`config.mk`:
```
export PLATFORM = sky130hd
export DESIGN_NAME = kwdt_top
export DESIGN_NICKNAME = d
export VERILOG_FILES = /design/src/rtl/kwdt_pkg.sv /design/src/rtl/kwdt_prediv.sv /design/src/rtl/kwdt_postcnt.sv /design/src/rtl/kwdt_regs.sv /design/src/rtl/kwdt_top.sv
export SDC_FILE = /design/constraint.sdc
export NUM_CORES = 1
export LEC_CHECK = 0
export BUFFER_PORTS_ARGS = -buffer_cell sky130_fd_sc_hd__buf_2
export CELL_PAD_IN_SITES_DETAIL_PLACEMENT = 0
export CELL_PAD_IN_SITES_GLOBAL_PLACEMENT = 1
export CORE_ASPECT_RATIO = 2
export CORE_UTILIZATION = 41
export DETAILED_ROUTE_END_ITERATION = 6
export PLACE_DENSITY = 0.88
export SLEW_MARGIN = 20
export SYNTH_ARGS = -nofsm -noshare
export SYNTH_HDL_FRONTEND = slang
export SYNTH_SLANG_ARGS = --single-unit
```
`constraint.sdc`:
```
create_clock -name clk -period 4.05 [get_ports clk]
set_input_delay 0.81 -clock clk [delete_from_list [all_inputs] [get_ports clk]]
set_output_delay 0.81 -clock clk [all_outputs]
set_load 0.03 [all_outputs]
```
`src/rtl/kwdt_pkg.sv`:
```
// Package: register offsets, bit positions, key value and configuration type
// shared by the watchdog modules. Assumes a 32-bit data bus with byte enables.
package kwdt_pkg;

    localparam int ADDR_W   = 5;
    localparam int DATA_W   = 32;
    localparam int BE_W     = DATA_W / 8;
    localparam int PS_W     = 5;
    localparam int CS_W     = 2;
    localparam int PRE_LOG2 = 5;

    localparam logic [ADDR_W-1:0] A_CTRL     = 5'h00;
    localparam logic [ADDR_W-1:0] A_CTRL_CLR = 5'h04;
    localparam logic [ADDR_W-1:0] A_CTRL_SET = 5'h08;
    localparam logic [ADDR_W-1:0] A_STAT     = 5'h10;
    localparam logic [ADDR_W-1:0] A_STAT_CLR = 5'h14;

    localparam logic [15:0] KICK_KEY = 16'h5743;

    localparam int B_ON     = 15;
    localparam int B_WIN    = 0;
    localparam int PS_LSB   = 8;
    localparam int CS_LSB   = 6;
    localparam int B_TOFLAG = 4;

    typedef struct packed {
        logic [PS_W-1:0] ps;
        logic [CS_W-1:0] cs;
        logic            win;
    } cfg_t;

endpackage

```
`src/rtl/kwdt_prediv.sv`:
```
// Module: fixed power-of-two pre-divider for the source tick.
// Emits one pulse for every 2**LOG2 accepted tick pulses while run is high.
// Assumes clear has priority over counting; counter held at zero when not run.
module kwdt_prediv #(
    parameter int LOG2 = 5
) (
    input  logic clk,
    input  logic rst_n,
    input  logic run,
    input  logic clear,
    input  logic tick_en,
    output logic pre_tick
);

    generate
        if (LOG2 == 0) begin : g_bypass
            // Purpose: no division, pass accepted ticks straight through.
            assign pre_tick = run & tick_en & ~clear;
        end else begin : g_div
            logic [LOG2-1:0] cnt_q;

            // Purpose: count accepted ticks, restart on clear or when stopped.
            always_ff @(posedge clk) begin
                if (!rst_n) begin
                    cnt_q <= '0;
                end else if (!run || clear) begin
                    cnt_q <= '0;
                end else if (tick_en) begin
                    cnt_q <= cnt_q + 1'b1;
                end
            end

            // Purpose: pulse on the tick that completes a full divide period.
            assign pre_tick = run & tick_en & ~clear & (&cnt_q);

            // a stopped divider sits at zero one cycle later
            a_r7_prediv_idle: assert property (@(posedge clk) disable iff (!rst_n)
                !run |=> (cnt_q == '0));
        end
    endgenerate

endmodule

```
`src/rtl/kwdt_postcnt.sv`:
```
// Module: postscaled terminal counter. Counts divided ticks and flags expiry
// when 2**ps of them have been seen since the last restart, then rewinds.
// Assumes ps is stable while running (it is captured at reset).
module kwdt_postcnt #(
    parameter int PS_W = 5
) (
    input  logic            clk,
    input  logic            rst_n,
    input  logic            run,
    input  logic            clear,
    input  logic            step,
    input  logic [PS_W-1:0] ps,
    output logic            expire
);

    localparam int CNT_W = 2 ** PS_W;

    logic [CNT_W-1:0] cnt_q;
    logic [CNT_W-1:0] term_m1;

    // Purpose: last count value before expiry, a mask of ps low ones.
    always_comb begin
        term_m1 = (CNT_W'(1) << ps) - CNT_W'(1);
    end

    // Purpose: expiry when the step lands on the terminal value.
    assign expire = run & step & ~clear & (cnt_q == term_m1);

    // Purpose: advance on each divided tick, rewind on expiry, clear or stop.
    always_ff @(posedge clk) begin
        if (!rst_n) begin
            cnt_q <= '0;
        end else if (!run || clear) begin
            cnt_q <= '0;
        end else if (step) begin
            cnt_q <= expire ? '0 : cnt_q + 1'b1;
        end
    end

    // count never passes the terminal value
    a_r5_cnt_bounded: assert property (@(posedge clk) disable iff (!rst_n)
        cnt_q <= term_m1);

    // after an expiry the count starts over
    a_r5_rewind: assert property (@(posedge clk) disable iff (!rst_n)
        expire |=> (cnt_q == '0));

endmodule

```
`src/rtl/kwdt_regs.sv`:
```
// Module: bus register file. Holds the enable bit, the sticky timeout flag,
// the configuration captured at reset and the post-disable dead cycle.
// Decodes key writes into a restart pulse. Assumes single-cycle writes.
module kwdt_regs
    import kwdt_pkg::*;
(
    input  logic              clk,
    input  logic              rst_n,
    input  cfg_t              cfg_in,
    input  logic              bus_sel,
    input  logic              bus_wr,
    input  logic [ADDR_W-1:0] bus_addr,
    input  logic [BE_W-1:0]   bus_be,
    input  logic [DATA_W-1:0] bus_wdata,
    output logic [DATA_W-1:0] bus_rdata,
    input  logic              expire,
    output logic              en,
    output logic              kick,
    output cfg_t              cfg
);

    logic  en_q, en_next;
    logic  guard_q;
    logic  flag_q;
    logic  flag_clr;
    logic  wr_ok;
    cfg_t  cfg_q;
    logic [DATA_W-1:0] ctrl_word;
    logic [DATA_W-1:0] stat_word;
    logic  unused_bits;

    // Purpose: a write is honoured unless it falls in the dead cycle.
    assign wr_ok = bus_sel & bus_wr & ~guard_q;

    // Purpose: next value of the enable bit from direct and alias writes.
    always_comb begin
        en_next = en_q;
        if (wr_ok && bus_be[B_ON/8]) begin
            case (bus_addr)
                A_CTRL:     en_next = bus_wdata[B_ON];
                A_CTRL_CLR: if (bus_wdata[B_ON]) en_next = 1'b0;
                A_CTRL_SET: if (bus_wdata[B_ON]) en_next = 1'b1;
                default:    en_next = en_q;
            endcase
        end
    end

    // Purpose: restart pulse on a full upper half-word carrying the key.
    assign kick = wr_ok && (bus_addr == A_CTRL) && (&bus_be[3:2])
                  && (bus_wdata[31:16] == KICK_KEY);

    // Purpose: write-1-to-clear request for the timeout flag.
    assign flag_clr = wr_ok && (bus_addr == A_STAT_CLR)
                      && bus_be[B_TOFLAG/8] && bus_wdata[B_TOFLAG];

    // Purpose: state update; configuration loads while reset is held.
    always_ff @(posedge clk) begin
        if (!rst_n) begin
            en_q    <= 1'b0;
            guard_q <= 1'b0;
            flag_q  <= 1'b0;
            cfg_q   <= cfg_in;
        end else begin
            en_q    <= en_next;
            guard_q <= en_q & ~en_next;
            flag_q  <= expire | (flag_q & ~flag_clr);
        end
    end

    // Purpose: assemble the readable words from state and configuration.
    always_comb begin
        ctrl_word                    = '0;
        ctrl_word[B_ON]              = en_q;
        ctrl_word[PS_LSB +: PS_W]    = cfg_q.ps;
        ctrl_word[CS_LSB +: CS_W]    = cfg_q.cs;
        ctrl_word[B_WIN]             = cfg_q.win;
        stat_word                    = '0;
        stat_word[B_TOFLAG]          = flag_q;
    end

    // Purpose: read mux; alias offsets read back the control word.
    always_comb begin
        bus_rdata = '0;
        if (bus_sel && !bus_wr) begin
            case (bus_addr)
                A_CTRL, A_CTRL_CLR, A_CTRL_SET: bus_rdata = ctrl_word;
                A_STAT, A_STAT_CLR:             bus_rdata = stat_word;
                default:                        bus_rdata = '0;
            endcase
        end
    end

    assign unused_bits = ^bus_wdata ^ ^bus_be;
    assign en  = en_q;
    assign cfg = cfg_q;

    // every expiry leaves the flag set
    a_r8_flag_sets: assert property (@(posedge clk) disable iff (!rst_n)
        expire |=> flag_q);

    // the flag only drops through the clear alias
    a_r8_flag_sticky: assert property (@(posedge clk) disable iff (!rst_n)
        (flag_q && !flag_clr) |=> flag_q);

    // the enable bit cannot move during the dead cycle
    a_r9_dead_cycle: assert property (@(posedge clk) disable iff (!rst_n)
        guard_q |=> $stable(en_q));

    // bus writes never alter the captured configuration
    a_r2_cfg_locked: assert property (@(posedge clk) disable iff (!rst_n)
        (bus_sel && bus_wr) |=> $stable(cfg_q));

endmodule

```
`src/rtl/kwdt_top.sv`:
```
// Module: keyed-clear watchdog top. Joins the register file, the fixed
// pre-divider and the postscaled counter, and registers the reset request.
// Assumes tick_en is synchronous to clk and at most one pulse per cycle.
module kwdt_top
    import kwdt_pkg::*;
(
    input  logic              clk,
    input  logic              rst_n,
    input  logic              tick_en,
    input  logic [PS_W-1:0]   cfg_postscale,
    input  logic [CS_W-1:0]   cfg_clksel,
    input  logic              cfg_window,
    input  logic              bus_sel,
    input  logic              bus_wr,
    input  logic [ADDR_W-1:0] bus_addr,
    input  logic [BE_W-1:0]   bus_be,
    input  logic [DATA_W-1:0] bus_wdata,
    output logic [DATA_W-1:0] bus_rdata,
    output logic              rst_req
);

    cfg_t cfg_in;
    cfg_t cfg;
    logic en;
    logic kick;
    logic pre_tick;
    logic expire;
    logic rst_req_q;

    assign cfg_in = '{ps: cfg_postscale, cs: cfg_clksel, win: cfg_window};

    kwdt_regs i_regs (
        .clk       (clk),
        .rst_n     (rst_n),
        .cfg_in    (cfg_in),
        .bus_sel   (bus_sel),
        .bus_wr    (bus_wr),
        .bus_addr  (bus_addr),
        .bus_be    (bus_be),
        .bus_wdata (bus_wdata),
        .bus_rdata (bus_rdata),
        .expire    (expire),
        .en        (en),
        .kick      (kick),
        .cfg       (cfg)
    );

    kwdt_prediv #(.LOG2(PRE_LOG2)) i_prediv (
        .clk      (clk),
        .rst_n    (rst_n),
        .run      (en),
        .clear    (kick),
        .tick_en  (tick_en),
        .pre_tick (pre_tick)
    );

    kwdt_postcnt #(.PS_W(PS_W)) i_postcnt (
        .clk    (clk),
        .rst_n  (rst_n),
        .run    (en),
        .clear  (kick),
        .step   (pre_tick),
        .ps     (cfg.ps),
        .expire (expire)
    );

    // Purpose: register the expiry into a one-cycle reset request.
    always_ff @(posedge clk) begin
        if (!rst_n) begin
            rst_req_q <= 1'b0;
        end else begin
            rst_req_q <= expire;
        end
    end

    assign rst_req = rst_req_q;

    // the reset request never lasts two cycles
    a_r4_req_one_cycle: assert property (@(posedge clk) disable iff (!rst_n)
        rst_req |=> !rst_req);

    // no request follows a disabled cycle
    a_r7_off_quiet: assert property (@(posedge clk) disable iff (!rst_n)
        !en |=> !rst_req);

    // a key write yields no request on the next cycle
    a_r6_kick_quiet: assert property (@(posedge clk) disable iff (!rst_n)
        kick |=> !rst_req);

endmodule

```
* Word level (Yosys, flattened, before mapping)
Cells that the tools add are included.
W data, S select, Z words.
** Cells by class
- Reductions and logical operators :: 17
- Equal/unequal tests :: 6
- Shift-type cells :: 1
- Bitwise operators :: 16
- Add/subtract/negate cells :: 3
- Multiplexer cells :: 7
** Operators with widths (count)
- $mux W32 :: 2
- $add A32 B1 Y32 const B :: 1
- $eq A32 B32 Y1 :: 1
- $pmux W16 S2 :: 1
- $shl A1 B5 Y32 const A :: 1
- $sub A32 B2 Y32 const B :: 1
- $eq A16 B15 Y1 const B :: 1
- $and A1 B1 Y1 :: 10
- $eq A5 B5 Y1 const B :: 2
- $logic_and A1 B1 Y1 :: 8
- $add A5 B1 Y5 const B :: 1
- $eq A5 B3 Y1 const B :: 1
- $eq A5 B4 Y1 const B :: 1
- $logic_not A5 Y1 :: 1
- $not A1 Y1 :: 5
- $reduce_and A5 Y1 :: 1
- $reduce_or A2 Y1 :: 2
- $mux W1 :: 3
- $pmux W1 S3 :: 1
- $reduce_or A3 Y1 :: 1
- $logic_not A1 Y1 :: 2
- $reduce_and A2 Y1 :: 1
- $logic_or A1 B1 Y1 :: 1
- $or A1 B1 Y1 :: 1
** Storage, ports and cells
- Bits of input ports :: 54
- Flip-flop bits (word level) :: 49
- Word-level logic and storage cells :: 59
- Output and inout port bits :: 33

* Logic depth before layout (Yosys ltp)
- Depth after elaboration :: 12
- Gate-level depth with buffers :: 15
- Mapped depth without buffers :: 10

* By module
Synthesis repeated with hierarchy kept, for this count alone.
** Second synthesis, totals
- Cell total of the unflattened synthesis :: 432
- Area total of the unflattened synthesis :: 3732.3 um^2
** By module, submodules not included
- kwdt_postcnt :: instances 1, seq. area each 640.6 um^2, area each 2687.6 um^2, cells an instance 332
- kwdt_regs :: instances 1, seq. area each 300.3 um^2, area each 753.2 um^2, cells an instance 74
- kwdt_prediv :: instances 1, seq. area each 100.1 um^2, area each 265.3 um^2, cells an instance 24
- kwdt_top :: instances 1, seq. area each 20.0 um^2, area each 26.3 um^2, cells an instance 2

* Worst setup path before layout
OpenSTA, ideal clock, no wires.
- Path type :: flip-flop to flip-flop
- From :: register i_regs.cfg_q, in the netlist i_regs.cfg[6]
- To :: register i_postcnt.cnt_q[5]
- Setup time :: 0.135 ns
- Setup slack :: 0.564 ns
- Period minus slack after synthesis :: 3.486 ns
- Required time :: 3.915 ns
- Buffers on the path :: 3
- Data arrival time :: 3.351 ns
- Stages on the path, launching flop included :: 14
- Cells stage by stage :: edfxtp_1 buf_4 nor4_1 nand2_1 ha_1 buf_2 or4_1 a21oi_1 o21a_1 o22ai_1 or4_1 nor4_4 buf_6 nor3_2
** On the way
- Cells in the longest elaborated chain, start to end :: 5
** Ends and longest elaborated chain
- start: declaration :: line kwdt_regs.sv:27 : cfg_t cfg_q;
- start signal: assignment :: line kwdt_regs.sv:62 : cfg_q <= cfg_in;
- $shl A1 B5 Y32 :: line kwdt_postcnt.sv:23 : term_m1 = (CNT_W'(1) << ps) - CNT_W'(1);
- $sub A32 B2 Y32 :: line kwdt_postcnt.sv:23
- $eq A32 B32 Y1 :: line kwdt_postcnt.sv:27 : assign expire = run & step & ~clear & (cnt_q == term_m1);
- $and A1 B1 Y1 :: line kwdt_postcnt.sv:27
- $mux W32 :: line kwdt_postcnt.sv:36 : cnt_q <= expire ? '0 : cnt_q + 1'b1;
- end signal: assignment :: line kwdt_postcnt.sv:36
- end: declaration :: line kwdt_postcnt.sv:18 : logic [CNT_W-1:0] cnt_q;
No other way between the ends.
A chain may end at the register's enable or synchronous reset.

* Worst setup path in the final report
- From :: register i_regs.cfg_q, in the netlist i_regs.cfg[4]
- To :: register i_postcnt.cnt_q[10]
Same word-level chain as after synthesis.

==> flow_metrics.tcl <==
set metrics [dict create \
    drcViolationCount 0 \
    tritoncts "yes" \
    worst_slew_pin_slew_ns 0.760 \
    hold-worst-slack_ns 0.501 \
    ys_seq_elements 49 \
    status "finished, final reports clean" \
    via_count_of_the_first_global_routing_pass 3850 \
    worstPathRequired_ns 4.21 \
    min_cycle_time_layout_ns 3.59 \
    fmaxAchievable_mhz 278 \
    grt_use_total_pct 24.9 \
    worstPathArrival_ns 3.75 \
    synthesis.area_per_instance_um2 7.95 \
    io_buffers 50 \
    hold_path.class "flip-flop to flip-flop" \
    synth-compound-area-share_pct 15.7 \
    worst_setup_path_end_kind "flip-flop" \
    async_flop_share_pct 0 \
    synth_top_family_by_area "simple AND/OR/NAND/NOR gates" \
    adder_cell_share_of_the_synthesized_area_pct 1.24 \
    rsz0062_at_grt "false" \
    timing.critical_path.slowest_cell_delay_ns 0.58 \
    post_cts.repair.setup_buffers 0 \
    min_period_over_period_pct 88.8 \
    globalRouteOverflowTotal 0 \
    first_iter_violations 368 \
    worst-setup-path-type "flip-flop to flip-flop" \
    cp_max_fo 30 \
    placement.cell_area_mm2 0.00423 \
    first_pass_grt_wire_length_mm 19.7 \
    vias_per_cell 5.88 \
    share_seq_of_total_power_pct 43.7 \
    synth.yosys.warnings 0 \
    via_count 3898 \
    fin_cells 663 \
    place_ws_ns 0.542 \
    critical_path.cell_chain "nor4_1, nand2_1, ha_1, buf_4, inv_1, a21oi_1, xnor3_1, nand3_1, or4_1, nor4_4, buf_12, nor3_1" \
    p_switching_mw 0.334 \
    clk_lat_worst_skew_ns 0.29 \
    clk_root_buffer_cell "sky130_fd_sc_hd__clkbuf_16" \
    drtPass1Iterations 7 \
    cts_buffers 5 \
    endpoints_failing_hold 0 \
    drtAntennaViolNets 0 \
    cts_sinks 49 \
    p_sw_share_pct 28.9 \
    p_comb_share_pct 20.4 \
    globalplace.congestion 0.976 \
    holdBufCountCts 0 \
    clk_path_buf_depth 2 \
    drive_gt1_share_pct 17.1 \
    top_level_ports 87 \
    core_region_area_mm2 0.00945 \
    insertedDiodeCount 0 \
    rows 50 \
    p_per_area_mw_per_mm2 265 \
    top_cells_by_area_synth "sky130_fd_sc_hd__dfxtp_1 20%, sky130_fd_sc_hd__xnor2_1 6.7%, sky130_fd_sc_hd__edfxtp_1 5.9%, sky130_fd_sc_hd__nor3_1 5.2%, sky130_fd_sc_hd__buf_4 4.8%" \
    synth_xor_area_share_pct 10.9 \
    dieArea_mm2 0.0103 \
    finish.net_count 591 \
    start_kind "flip-flop" \
    post-place-cells 656 \
    post-route-cell-area_mm2 0.00438 \
    syn_inst 508 \
    h-tree-depth 2 \
    synth_cell_types 75 \
    placed_wire_length_estimate_mm 9.21 \
    synth_enable_flop_cells 8 \
    post_cts.resized_instances 0 \
    die_h_um 142 \
    initial_core_util_pct 42.8 \
    synth_area_mm2 0.00404 \
    layout_stage_area_growth_over_the_synthesis_result_pct 8.33 \
    synth_simple_gate_area_share_pct 34.0 \
    grt_max_degree 43 \
    totalWireLength_mm 12.0 \
    cell_with_the_largest_stage_delay_on_the_worst_path "sky130_fd_sc_hd__or4_1" \
    clkTransAtPathRegs_ns 0.07 \
    fin_total_pwr_mw 1.16 \
    max-cap-violations 0 \
    synthTopCellsByCount "42 x sky130_fd_sc_hd__nor3_1, 41 x sky130_fd_sc_hd__dfxtp_1, 31 x sky130_fd_sc_hd__nand2_1, 31 x sky130_fd_sc_hd__xnor2_1, 28 x sky130_fd_sc_hd__nand3_1" \
    finalClockSkew_ns 0.00778 \
    chipWidth_um 72.2 \
    avgRoutedWirePerCell_um 18.2 \
    internal-power_mw 0.823 \
    report.final.setup_viol 0 \
    synth.largest_area_cell "sky130_fd_sc_hd__dfxtp_1" \
    synth.yosys.seq_area_share_pct 26.3 \
    initial_antenna_violation_count 0 \
    yosys-mux-area-fraction_pct 0.991 \
    yosys.area.top_type_share_pct 20.3 \
    fin_util_pct 46.3 \
    yosys.cell_count.top_type "sky130_fd_sc_hd__nor3_1" \
    finalMaxSlewViolations 0 \
    fin_setup_tns_ns 0 \
    relSlewSlack_pct 48.9 \
    peakVddDrop_uv 264 \
    final_critical_path_setup_slack_ns 0.455 \
    postSynth.topFlopCell "sky130_fd_sc_hd__dfxtp_1" \
    power.share.clock_pct 35.8 \
    static-leakage-power_nw 1.50 \
]
-- layout make-up --
class / count / area [um^2]
inverter: 12 / 45.0
tap: 130 / 163
clock buffer: 7 / 143
timing repair buffer: 61 / 345
sequential: 49 / 1060
fill: 928 / 5070
multi-input combinational: 404 / 2620
-- power groups by stage --
stage | registers [mW] | clock network, mW | logic [mW]
floorplan | 0.516 | 0 | 0.190
global placement | 0.517 | 0 | 0.231
detailed placement | 0.517 | 0 | 0.232
CTS | 0.506 | 0.427 | 0.233
global route | 0.507 | 0.446 | 0.257
finish | 0.506 | 0.415 | 0.237
-- final timing paths --
check	from	endpoint	slack (ns)	cells past startpoint
max	i_regs.cfg[4]$_DFFE_PN_	i_postcnt.cnt_q[10]$_SDFFE_PP0P_	0.46	12
min	i_prediv.g_div.cnt_q[4]$_SDFFE_PP0P_	i_prediv.g_div.cnt_q[4]$_SDFFE_PP0P_	0.50	2
max reg2reg	i_regs.cfg[4]$_DFFE_PN_	i_postcnt.cnt_q[10]$_SDFFE_PP0P_	0.46	12
min reg2reg	i_prediv.g_div.cnt_q[4]$_SDFFE_PP0P_	i_prediv.g_div.cnt_q[4]$_SDFFE_PP0P_	0.50	2
-- layout by cell type, fill, tap and decap left out, types with 8 or more instances in the layout --
master | synthesis | routed
sky130_fd_sc_hd__buf_2 | 14 | 50
sky130_fd_sc_hd__nor3_1 | 42 | 42
sky130_fd_sc_hd__dfxtp_1 | 41 | 41
sky130_fd_sc_hd__nand2_1 | 31 | 31
sky130_fd_sc_hd__xnor2_1 | 31 | 31
sky130_fd_sc_hd__nand3_1 | 28 | 28
sky130_fd_sc_hd__nor2_1 | 27 | 27
sky130_fd_sc_hd__conb_1 | 1 | 22
sky130_fd_sc_hd__a21oi_1 | 17 | 17
sky130_fd_sc_hd__o21ai_0 | 17 | 17
sky130_fd_sc_hd__xor2_1 | 15 | 15
sky130_fd_sc_hd__inv_1 | 12 | 12
sky130_fd_sc_hd__nand4_1 | 11 | 11
sky130_fd_sc_hd__nor4_1 | 10 | 10
sky130_fd_sc_hd__and2_1 | 10 | 10
sky130_fd_sc_hd__nor3_2 | 10 | 10
sky130_fd_sc_hd__buf_4 | 26 | 10
sky130_fd_sc_hd__and3_1 | 8 | 8
sky130_fd_sc_hd__edfxtp_1 | 8 | 8
-- routing by layer --
layer / up-vias / track usage, % / share of wire [%]
met5: - / 0 / 0
met4: 0 / 14.2 / 5.3
met3: 41 / 2.62 / 3.7
met2: 153 / 46.1 / 56
met1: 1847 / 26.4 / 35
li1: 1857 / - / -
-- cells by family (layout without fill, tap and decap cells) --
| kind of cell | Yosys count | count (layout) |
|---|---|---|
| compound gates | 93 | 93 |
| buf+inv | 76 | 80 |
| simple gates | 233 | 233 |
| flops | 49 | 49 |
| xor+xnor | 48 | 48 |
| fa+ha+maj | 4 | 4 |
| mux | 4 | 4 |
| other cells | 1 | 22 |
-- registers in the layout (all words and copies together), names as in the netlist --
signal / count
i_postcnt.cnt_q: 32
i_regs.cfg: 8
i_prediv.g_div.cnt_q: 5
i_regs.en: 1
i_regs.flag_q: 1
i_regs.guard_q: 1
rst_req: 1
-- worst max-delay path: cells and delay by family, from the launching register on --
family	cells	cell delay, ns
and+or+nand+nor	6	1.63
buffers and inverters	3	0.65
DFF	1	0.45
xor gates and xnor gates	1	0.35
adders and majority gates	1	0.25
AOI/OAI and AO/OA	1	0.10
No activity file was read; power rests on OpenSTA's default activity.
